$ cat src/rtl/hfm_pkg.sv
package hfm_pkg;
   typedef enum logic [1:0] {ST_IDLE, ST_MUL, ST_NORM, ST_FIN} hfm_state_e;
   localparam int CC_W = 3;
   localparam int CC_V = 2;
   localparam int CC_G = 1;
   localparam int CC_L = 0;
endpackage

$ cat src/rtl/hfm_prescreen.sv
module hfm_prescreen #(
   parameter int WORD_W = 32,
   parameter int EXP_W  = 7,
   localparam int HI_FRAC_W = WORD_W - 1 - EXP_W,
   localparam int FRAC_W    = HI_FRAC_W + WORD_W,
   localparam int ESUM_W    = EXP_W + 3,
   localparam int CNT_W     = $clog2(FRAC_W + 1)
) (
   input  logic                     dbl_prec,
   input  logic [WORD_W-1:0]        a_hi,
   input  logic [WORD_W-1:0]        a_lo,
   input  logic [WORD_W-1:0]        b_hi,
   input  logic [WORD_W-1:0]        b_lo,
   output logic                     is_zero,
   output logic                     sign,
   output logic signed [ESUM_W-1:0] exp_sum,
   output logic                     range_exc,
   output logic [FRAC_W-1:0]        mcand,
   output logic [FRAC_W-1:0]        mplier,
   output logic [CNT_W-1:0]         iters
);
   localparam int BIAS    = 1 << (EXP_W - 1);
   localparam int EXP_MAX = (1 << EXP_W) - 1;
   localparam logic signed [ESUM_W-1:0] EXP_MAX_S = ESUM_W'(EXP_MAX);

   logic [HI_FRAC_W-1:0] fa_h, fb_h;
   logic [WORD_W-1:0]    fa_l, fb_l;
   logic                 long_run;

   assign fa_h = a_hi[HI_FRAC_W-1:0];
   assign fb_h = b_hi[HI_FRAC_W-1:0];
   assign fa_l = dbl_prec ? a_lo : '0;
   assign fb_l = dbl_prec ? b_lo : '0;

   assign mcand    = {fa_h, fa_l};
   assign is_zero  = (mcand == '0) || ({fb_h, fb_l} == '0);
   assign sign     = a_hi[WORD_W-1] ^ b_hi[WORD_W-1];
   assign exp_sum  = ESUM_W'(a_hi[WORD_W-2 -: EXP_W]) + ESUM_W'(b_hi[WORD_W-2 -: EXP_W])
                   - ESUM_W'(BIAS);
   assign range_exc = (exp_sum < 0) || (exp_sum > EXP_MAX_S);

   // multiplier low word decides the iteration count
   assign long_run = (fb_l != '0);
   assign mplier   = long_run ? {fb_h, fb_l} : FRAC_W'(fb_h);
   assign iters    = long_run ? CNT_W'(FRAC_W) : CNT_W'(HI_FRAC_W);
endmodule

$ cat src/rtl/hfm_shift_add.sv
module hfm_shift_add #(
   parameter int FRAC_W = 56
) (
   input  logic              clk,
   input  logic              rst_n,
   input  logic              load,
   input  logic [FRAC_W-1:0] mcand_in,
   input  logic [FRAC_W-1:0] mplier_in,
   input  logic [FRAC_W-1:0] acc_init,
   input  logic              step,
   input  logic              nrm,
   output logic [FRAC_W-1:0] acc
);
   logic [FRAC_W-1:0] mcand_q, mplier_q;
   logic [FRAC_W:0]   sum;

   assign sum = {1'b0, acc} + (mplier_q[0] ? {1'b0, mcand_q} : '0);

   always_ff @(posedge clk or negedge rst_n) begin
      if (!rst_n) begin
         mcand_q  <= '0;
         mplier_q <= '0;
         acc      <= '0;
      end else if (load) begin
         mcand_q  <= mcand_in;
         mplier_q <= mplier_in;
         acc      <= acc_init;
      end else if (step) begin
         acc      <= sum[FRAC_W:1];
         mplier_q <= mplier_q >> 1;
      end else if (nrm) begin
         acc      <= {acc[FRAC_W-5:0], 4'h0};
      end
   end
endmodule

$ cat src/rtl/hfm_packer.sv
module hfm_packer #(
   parameter int WORD_W  = 32,
   parameter int EXP_W   = 7,
   parameter bit RND_SGL = 1'b1,
   localparam int HI_FRAC_W = WORD_W - 1 - EXP_W,
   localparam int FRAC_W    = HI_FRAC_W + WORD_W,
   localparam int ESUM_W    = EXP_W + 3
) (
   input  logic                     dbl_prec,
   input  logic                     sign,
   input  logic signed [ESUM_W-1:0] exp_in,
   input  logic [FRAC_W-1:0]        frac,
   output logic [WORD_W-1:0]        hi,
   output logic [WORD_W-1:0]        lo,
   output logic [2:0]               cc
);
   import hfm_pkg::*;
   localparam logic signed [ESUM_W-1:0] EXP_MAX_S = ESUM_W'((1 << EXP_W) - 1);

   logic [HI_FRAC_W-1:0]     h_r;
   logic signed [ESUM_W-1:0] e_r;
   logic                     uflow_pre;

   assign uflow_pre = (exp_in < 0) && (frac != '0);

   generate
      if (RND_SGL) begin : g_round
         logic [HI_FRAC_W:0] s;
         assign s   = {1'b0, frac[FRAC_W-1:WORD_W]}
                    + (HI_FRAC_W+1)'(!dbl_prec && frac[WORD_W-1]);
         assign h_r = s[HI_FRAC_W] ? HI_FRAC_W'(s >> 4) : s[HI_FRAC_W-1:0];
         assign e_r = s[HI_FRAC_W] ? exp_in + ESUM_W'(1) : exp_in;
      end else begin : g_trunc
         assign h_r = frac[FRAC_W-1:WORD_W];
         assign e_r = exp_in;
      end
   endgenerate

   always_comb begin
      hi = {sign, e_r[EXP_W-1:0], h_r};
      lo = dbl_prec ? frac[WORD_W-1:0] : '0;
      cc = '0;
      cc[sign ? CC_L : CC_G] = 1'b1;
      if (uflow_pre) begin
         hi = '0;
         lo = '0;
         cc = '0;
         cc[CC_V] = 1'b1;
      end else if (h_r == '0) begin
         hi = '0;
         lo = '0;
         cc = '0;
      end else if (e_r > EXP_MAX_S) begin
         hi = {sign, {(WORD_W-1){1'b1}}};
         lo = '1;
         cc[CC_V] = 1'b1;
      end
   end
endmodule

$ cat src/rtl/hfm_mul.sv
module hfm_mul #(
   parameter int WORD_W  = 32,
   parameter int EXP_W   = 7,
   parameter bit RND_SGL = 1'b1
) (
   input  logic              clk,
   input  logic              rst_n,
   input  logic              start,
   input  logic              dbl_prec,
   input  logic [WORD_W-1:0] a_hi,
   input  logic [WORD_W-1:0] a_lo,
   input  logic [WORD_W-1:0] b_hi,
   input  logic [WORD_W-1:0] b_lo,
   output logic [WORD_W-1:0] res_hi,
   output logic [WORD_W-1:0] res_lo,
   output logic [2:0]        cc,
   output logic              done
);
   import hfm_pkg::*;
   localparam int HI_FRAC_W = WORD_W - 1 - EXP_W;
   localparam int FRAC_W    = HI_FRAC_W + WORD_W;
   localparam int ESUM_W    = EXP_W + 3;
   localparam int CNT_W     = $clog2(FRAC_W + 1);
   localparam logic [FRAC_W-1:0] EXC_FRAC = FRAC_W'(1) << (FRAC_W - 4);

   generate
      if (HI_FRAC_W % 4 != 0) begin : g_bad_digits
         $error("high fraction must be whole hex digits");
      end
      if (EXP_W < 2 || HI_FRAC_W < 8) begin : g_bad_fields
         $error("exponent or fraction field too narrow");
      end
   endgenerate

   hfm_state_e state;
   logic [CNT_W-1:0]         cnt;
   logic                     sign_q, dbl_q;
   logic signed [ESUM_W-1:0] exp_q;

   logic                     is_zero, sign_c, range_exc;
   logic signed [ESUM_W-1:0] exp_sum;
   logic [FRAC_W-1:0]        mcand, mplier, acc, acc_init;
   logic [CNT_W-1:0]         iters;
   logic                     load, step, nrm, lead_zero;
   logic [WORD_W-1:0]        pk_hi, pk_lo;
   logic [2:0]               pk_cc;

   hfm_prescreen #(.WORD_W(WORD_W), .EXP_W(EXP_W)) u_pre (
      .dbl_prec(dbl_prec), .a_hi(a_hi), .a_lo(a_lo), .b_hi(b_hi), .b_lo(b_lo),
      .is_zero(is_zero), .sign(sign_c), .exp_sum(exp_sum), .range_exc(range_exc),
      .mcand(mcand), .mplier(mplier), .iters(iters));

   assign load      = (state == ST_IDLE) && start;
   assign step      = (state == ST_MUL);
   assign lead_zero = (acc[FRAC_W-1 -: 4] == 4'h0) && (acc != '0);
   assign nrm       = (state == ST_NORM) && lead_zero;
   assign acc_init  = is_zero ? '0 : (range_exc ? EXC_FRAC : '0);

   hfm_shift_add #(.FRAC_W(FRAC_W)) u_sa (
      .clk(clk), .rst_n(rst_n), .load(load), .mcand_in(mcand), .mplier_in(mplier),
      .acc_init(acc_init), .step(step), .nrm(nrm), .acc(acc));

   hfm_packer #(.WORD_W(WORD_W), .EXP_W(EXP_W), .RND_SGL(RND_SGL)) u_pack (
      .dbl_prec(dbl_q), .sign(sign_q), .exp_in(exp_q), .frac(acc),
      .hi(pk_hi), .lo(pk_lo), .cc(pk_cc));

   always_ff @(posedge clk or negedge rst_n) begin
      if (!rst_n) begin
         state  <= ST_IDLE;
         cnt    <= '0;
         sign_q <= 1'b0;
         dbl_q  <= 1'b0;
         exp_q  <= '0;
         res_hi <= '0;
         res_lo <= '0;
         cc     <= '0;
         done   <= 1'b0;
      end else begin
         done <= (state == ST_FIN);
         unique case (state)
            ST_IDLE: if (start) begin
               dbl_q  <= dbl_prec;
               sign_q <= sign_c;
               exp_q  <= is_zero ? '0 : exp_sum;
               cnt    <= iters;
               state  <= (is_zero || range_exc) ? ST_FIN : ST_MUL;
            end
            ST_MUL: begin
               cnt <= cnt - CNT_W'(1);
               if (cnt == CNT_W'(1)) state <= ST_NORM;
            end
            ST_NORM: begin
               if (lead_zero) exp_q <= exp_q - ESUM_W'(1);
               else           state <= ST_FIN;
            end
            ST_FIN: begin
               res_hi <= pk_hi;
               res_lo <= pk_lo;
               cc     <= pk_cc;
               state  <= ST_IDLE;
            end
            default: state <= ST_IDLE;
         endcase
      end
   end

   assert_done_pulse_R13: assert property (@(posedge clk) disable iff (!rst_n)
      done |=> !done);
   assert_zero_clean_R2: assert property (@(posedge clk) disable iff (!rst_n)
      (done && cc == 3'b000) |-> (res_hi == '0 && res_lo == '0));
   assert_sign_cc_R3: assert property (@(posedge clk) disable iff (!rst_n)
      done |-> $onehot0(cc[1:0]));
   assert_early_exit_R4: assert property (@(posedge clk) disable iff (!rst_n)
      (state == ST_IDLE && start && range_exc) |=> (state == ST_FIN));
   assert_ovf_form_R5: assert property (@(posedge clk) disable iff (!rst_n)
      (done && cc[CC_V] && cc[1:0] != 2'b00) |->
      (res_hi[WORD_W-2:0] == '1 && res_lo == '1 && res_hi[WORD_W-1] == cc[CC_L]));
   assert_uflow_form_R6: assert property (@(posedge clk) disable iff (!rst_n)
      (done && cc == 3'b100) |-> (res_hi == '0 && res_lo == '0));
   assert_norm_R9: assert property (@(posedge clk) disable iff (!rst_n)
      (done && !cc[CC_V] && cc[1:0] != 2'b00) |-> (res_hi[HI_FRAC_W-1 -: 4] != 4'h0));
   assert_sgl_lo_R10: assert property (@(posedge clk) disable iff (!rst_n)
      (done && !dbl_q && !cc[CC_V]) |-> (res_lo == '0));
   assert_busy_R12: assert property (@(posedge clk) disable iff (!rst_n)
      (state == ST_MUL && start) |=> (state != ST_IDLE && $stable(dbl_q)));
endmodule

$ cat config.mk
export PLATFORM = sky130hd
export DESIGN_NAME = hfm_mul
export DESIGN_NICKNAME = d
export VERILOG_FILES = /design/src/rtl/hfm_pkg.sv /design/src/rtl/hfm_prescreen.sv /design/src/rtl/hfm_shift_add.sv /design/src/rtl/hfm_packer.sv /design/src/rtl/hfm_mul.sv
export SDC_FILE = /design/constraint.sdc
export NUM_CORES = 1
export LEC_CHECK = 0
export BUFFER_PORTS_ARGS = -buffer_cell sky130_fd_sc_hd__buf_2
export CORE_MARGIN = 10
export CORE_UTILIZATION = 65
export DETAILED_ROUTE_END_ITERATION = 6
export PLACE_DENSITY = 0.95
export SLEW_MARGIN = 20
export SYNTH_ARGS = -nofsm -noshare
export SYNTH_HDL_FRONTEND = slang
export SYNTH_SLANG_ARGS = --single-unit
$ cat constraint.sdc
create_clock -name clk -period 5 [get_ports clk]
set_input_delay 0.5 -clock clk [delete_from_list [all_inputs] [get_ports clk]]
set_output_delay 0.5 -clock clk [all_outputs]
set_load 0.05 [all_outputs]
==> results.md <==
* Outcome: finished, final reports clean
* Core Region at ~26000 sq um
* Synth cell types at 84
* Cell Int Power at 6.982 mW
* RSZ-0062 raised after global routing: no
* FMAX at between 200 and 250 MHz
* Syn Area/Cell at between 8 and 9 sq um
* Area of the multi-input gates at about 9900 sq um
* Port Buffers at slightly below 200
* Share of cells above drive strength 1 at roughly 17%
* Power Density at roughly 700 nW/um^2
* Grt total ovfl at 0
* Final layout net count at between 2000 and 2500
* Most common cell after layout, fill and taps aside: nand2_1
* Min Clock Period, post-route at about 4.4 ns
* Dpl hpwl at roughly 37000 microns
* CTS Buf Count at 27
* CP endpoint kind: flop
* Synth top area cells: dfrtp_1 37%, ha_1 5.7%, nand2_1 5.7%, a21oi_1 5.5%, mux2i_1 3.7%
* H-tree levels at 1
* Final setup fails at 0
* Vias per cell at 6.583
* Vias in the first global route at around 16000
* CP Class: flop to flop
* Drt total wl at around 51000 microns
* Final Skew at about 0.016 ns
* First-pass GRT wire length at 82260 microns
* Initial DRC count at around 1800
* Max IR drop VDD at 0.0006363 V
* Critical path startpoint category: flop
* Post-synth EDFFs at 0
* Io pins at 200
* Starting density of the core at around 66%
* Tightest Hold Check Type: input pin to flop
* Max Root-Sink Buffers at 3
* Mapped Area at between 15000 and 20000 sq um
* DIE AREA at 33370 sq um
* P_sw at roughly 6.7 mW
* Hold Violations, Final at 0
* Top FF cell, synth: dfrtp_1
* Rel. slew slack at between 20 and 30%
* CTS root buf: clkbuf_16
* Share of power burned in registers at about 30%
* Width of the die at ~180 microns
* GRT Total Usage at 29.34%
* Drc violations at 0
* Asr flop ratio synth at 100.0%
* Most frequent cells in the layout: 262 x nand2_1, 255 x dfrtp_1, 198 x buf_2
* Storage element area at ~6400 sq um
* DR WL/cell at 20.77 microns
* Setup TNS at 0 ns
* Largest net degree at the start of global routing at roughly 120
* Worst-path clk slew at 0.07 ns
* Remaining antenna violation count after routing at 0
* Post-synthesis net count at approximately 2200
* Seq cells post-synth at between 200 and 300
* Worst Max-Slew Pin Slew at 1.087 ns
* MaxCap Viol Count at 0
* Post-CTS Setup Bufs at 0
* Worst-Skew Late Latency at 0.54 ns
* Die Ht at ~180 microns
* Sequential area share after synthesis at roughly 37%
* P_leak at 8.949 nW
* Vias at between 15000 and 20000
* Arrival @ worst endpoint at roughly 4.8 ns
* Gate Count Post-Synth at roughly 2000
* Cell Rows at 59
* CP required at about 5.4 ns
* Yosys warnings at 0
* Initial antenna violation count at 2
* Final instance area at between 15000 and 20000 sq um
* Slew Limit Fails at 0
* Clock sink count at between 200 and 300
* Drt first pass iters at 5
* Area Growth Syn to Fin at 11.24%
* Area leader, netlist: dfrtp_1
* Placed cell areas at between 15000 and 20000 sq um
* Filler Cells Inserted at about 1900
* Routability cong. at around 0.96
* Share of the synthesized area in the top cell type at between 30% and 40%
* CTS tree: built
* Comb power frac at 55.6%
* Period Utilization, post-route at about 90%
* Peak fanout along the critical path at 45
* Clk pwr share at approximately 15%
* Sw Ratio at 48.88%
## power groups by stage
stage                     sequential, mW  combinational [mW]  clock (mW)
after detailed placement            3.99                7.41           0
final                               4.02                7.59        2.04
after CTS                           3.97                7.49        2.06
after global placement              3.94                7.16           0
after floorplan                     4.28                5.30           0
after global routing                4.11                8.28        2.12
## synth_stat cells, types with 21 or more instances
cell type and instances:
o22ai_2 50, nor2_1 104, mux2i_1 64, xor2_1 31
ha_1 79, and2_1 60, dfrtp_1 255, a221oi_1 29
a21o_1 38, inv_1 94, nor3_1 24, nand2_1 263
clkbuf_1 99, a21oi_1 188, xnor2_1 43, nor4_1 45
o21ai_0 102, o22ai_1 47, nand3_1 74, nor2b_1 21
nand4_1 31
## layer usage
metal	routed length (microns)	up-vias	GRT usage, %	share of wire [%]
li1	-	7419	-	-
met3	5327	125	6.845	10
met4	1626	4	9.112	3.2
met5	21	-	0	0.041
met1	21490	7707	39.79	42
met2	22700	960	45.58	44
## through the flow
step / utilization [%] / hold WS (ns) / cells / setup WS, ns / power [mW]
floorplan: - / 0.2044 / 2004 / 1.784 / 9.585
global placement: 69.91 / 0.4273 / 2412 / 0.7992 / 11.10
detailed placement: 69.91 / 0.4503 / 2412 / 0.6313 / 11.40
CTS: 73.40 / 0.1529 / 2462 / 0.6304 / 13.51
global route: 73.41 / 0.1858 / 2462 / 0.3162 / 14.51
finish: 73.42 / 0.1639 / 2463 / 0.5733 / 13.66
## repair_timing
item,in CTS,in global routing
hold buffers,1,0
resized for setup,0,0
hold endpoints to repair,74,0
## sequential cells by signal, indices dropped and copies added (netlist names)
signal,count
u_sa.mcand_q,56
res_lo,32
exp_q,10
cc,3
u_sa.mplier_q,56
u_sa.acc,56
cnt,6
sign_q,1
res_hi,31
done,1
state,2
dbl_q,1
## path summary, 6_finish.rpt
check                                 start                end  slack, ns  cells after the start
max                                   dbl_q          res_lo[1]       0.57                     13
min in group asynchronous             rst_n  u_sa.mplier_q[21]       0.50                      2
min reg2reg                u_sa.mcand_q[16]   u_sa.mcand_q[16]       0.46                      2
min                                a_hi[20]   u_sa.mcand_q[52]       0.16                      3
max reg2reg                           dbl_q          res_lo[1]       0.57                     13
max in group asynchronous             rst_n   u_sa.mcand_q[15]       3.20                      3
## logic make-up (layout without fill, tap and decap cells)
family / after synthesis / count (layout) / share of synthesized area, %
other: 0 / 1 / 0
DFF: 255 / 255 / 37.10
xor gates and xnor gates: 74 / 74 / 3.768
adders and majority gates: 81 / 81 / 5.980
AOI/OAI and AO/OA: 569 / 569 / 22.10
muxes: 85 / 85 / 5.100
and+or+nand+nor: 703 / 703 / 20.26
buffers and inverters: 237 / 360 / 5.689
## worst max-delay path, cell delays in order (launching register included)
cell and delay (ns):
dfrtp_1 1.02, nor2b_1 0.11, ha_1 0.26, ha_1 0.24, nand4_2 0.18, nand2_1 0.08
mux2_1 0.31, a2bb2oi_1 0.13, or4_1 0.51, nor3_1 0.18, and3b_1 0.19, or2_2 0.52
buf_12 0.34, o22ai_1 0.16
## area by class of cell
type | count | area share, %
Timing Repair Buffer | 217 | 6.174
Inverter | 94 | 1.844
Clock buffer | 39 | 4.133
Tap cell | 335 | 2.191
Clock inverter | 10 | 0.5624
Multi-Input combinational cell | 1512 | 51.73
Antenna cell | 1 | 0.01308
Sequential cell | 255 | 33.35
No activity file was read; power rests on OpenSTA's default activity.
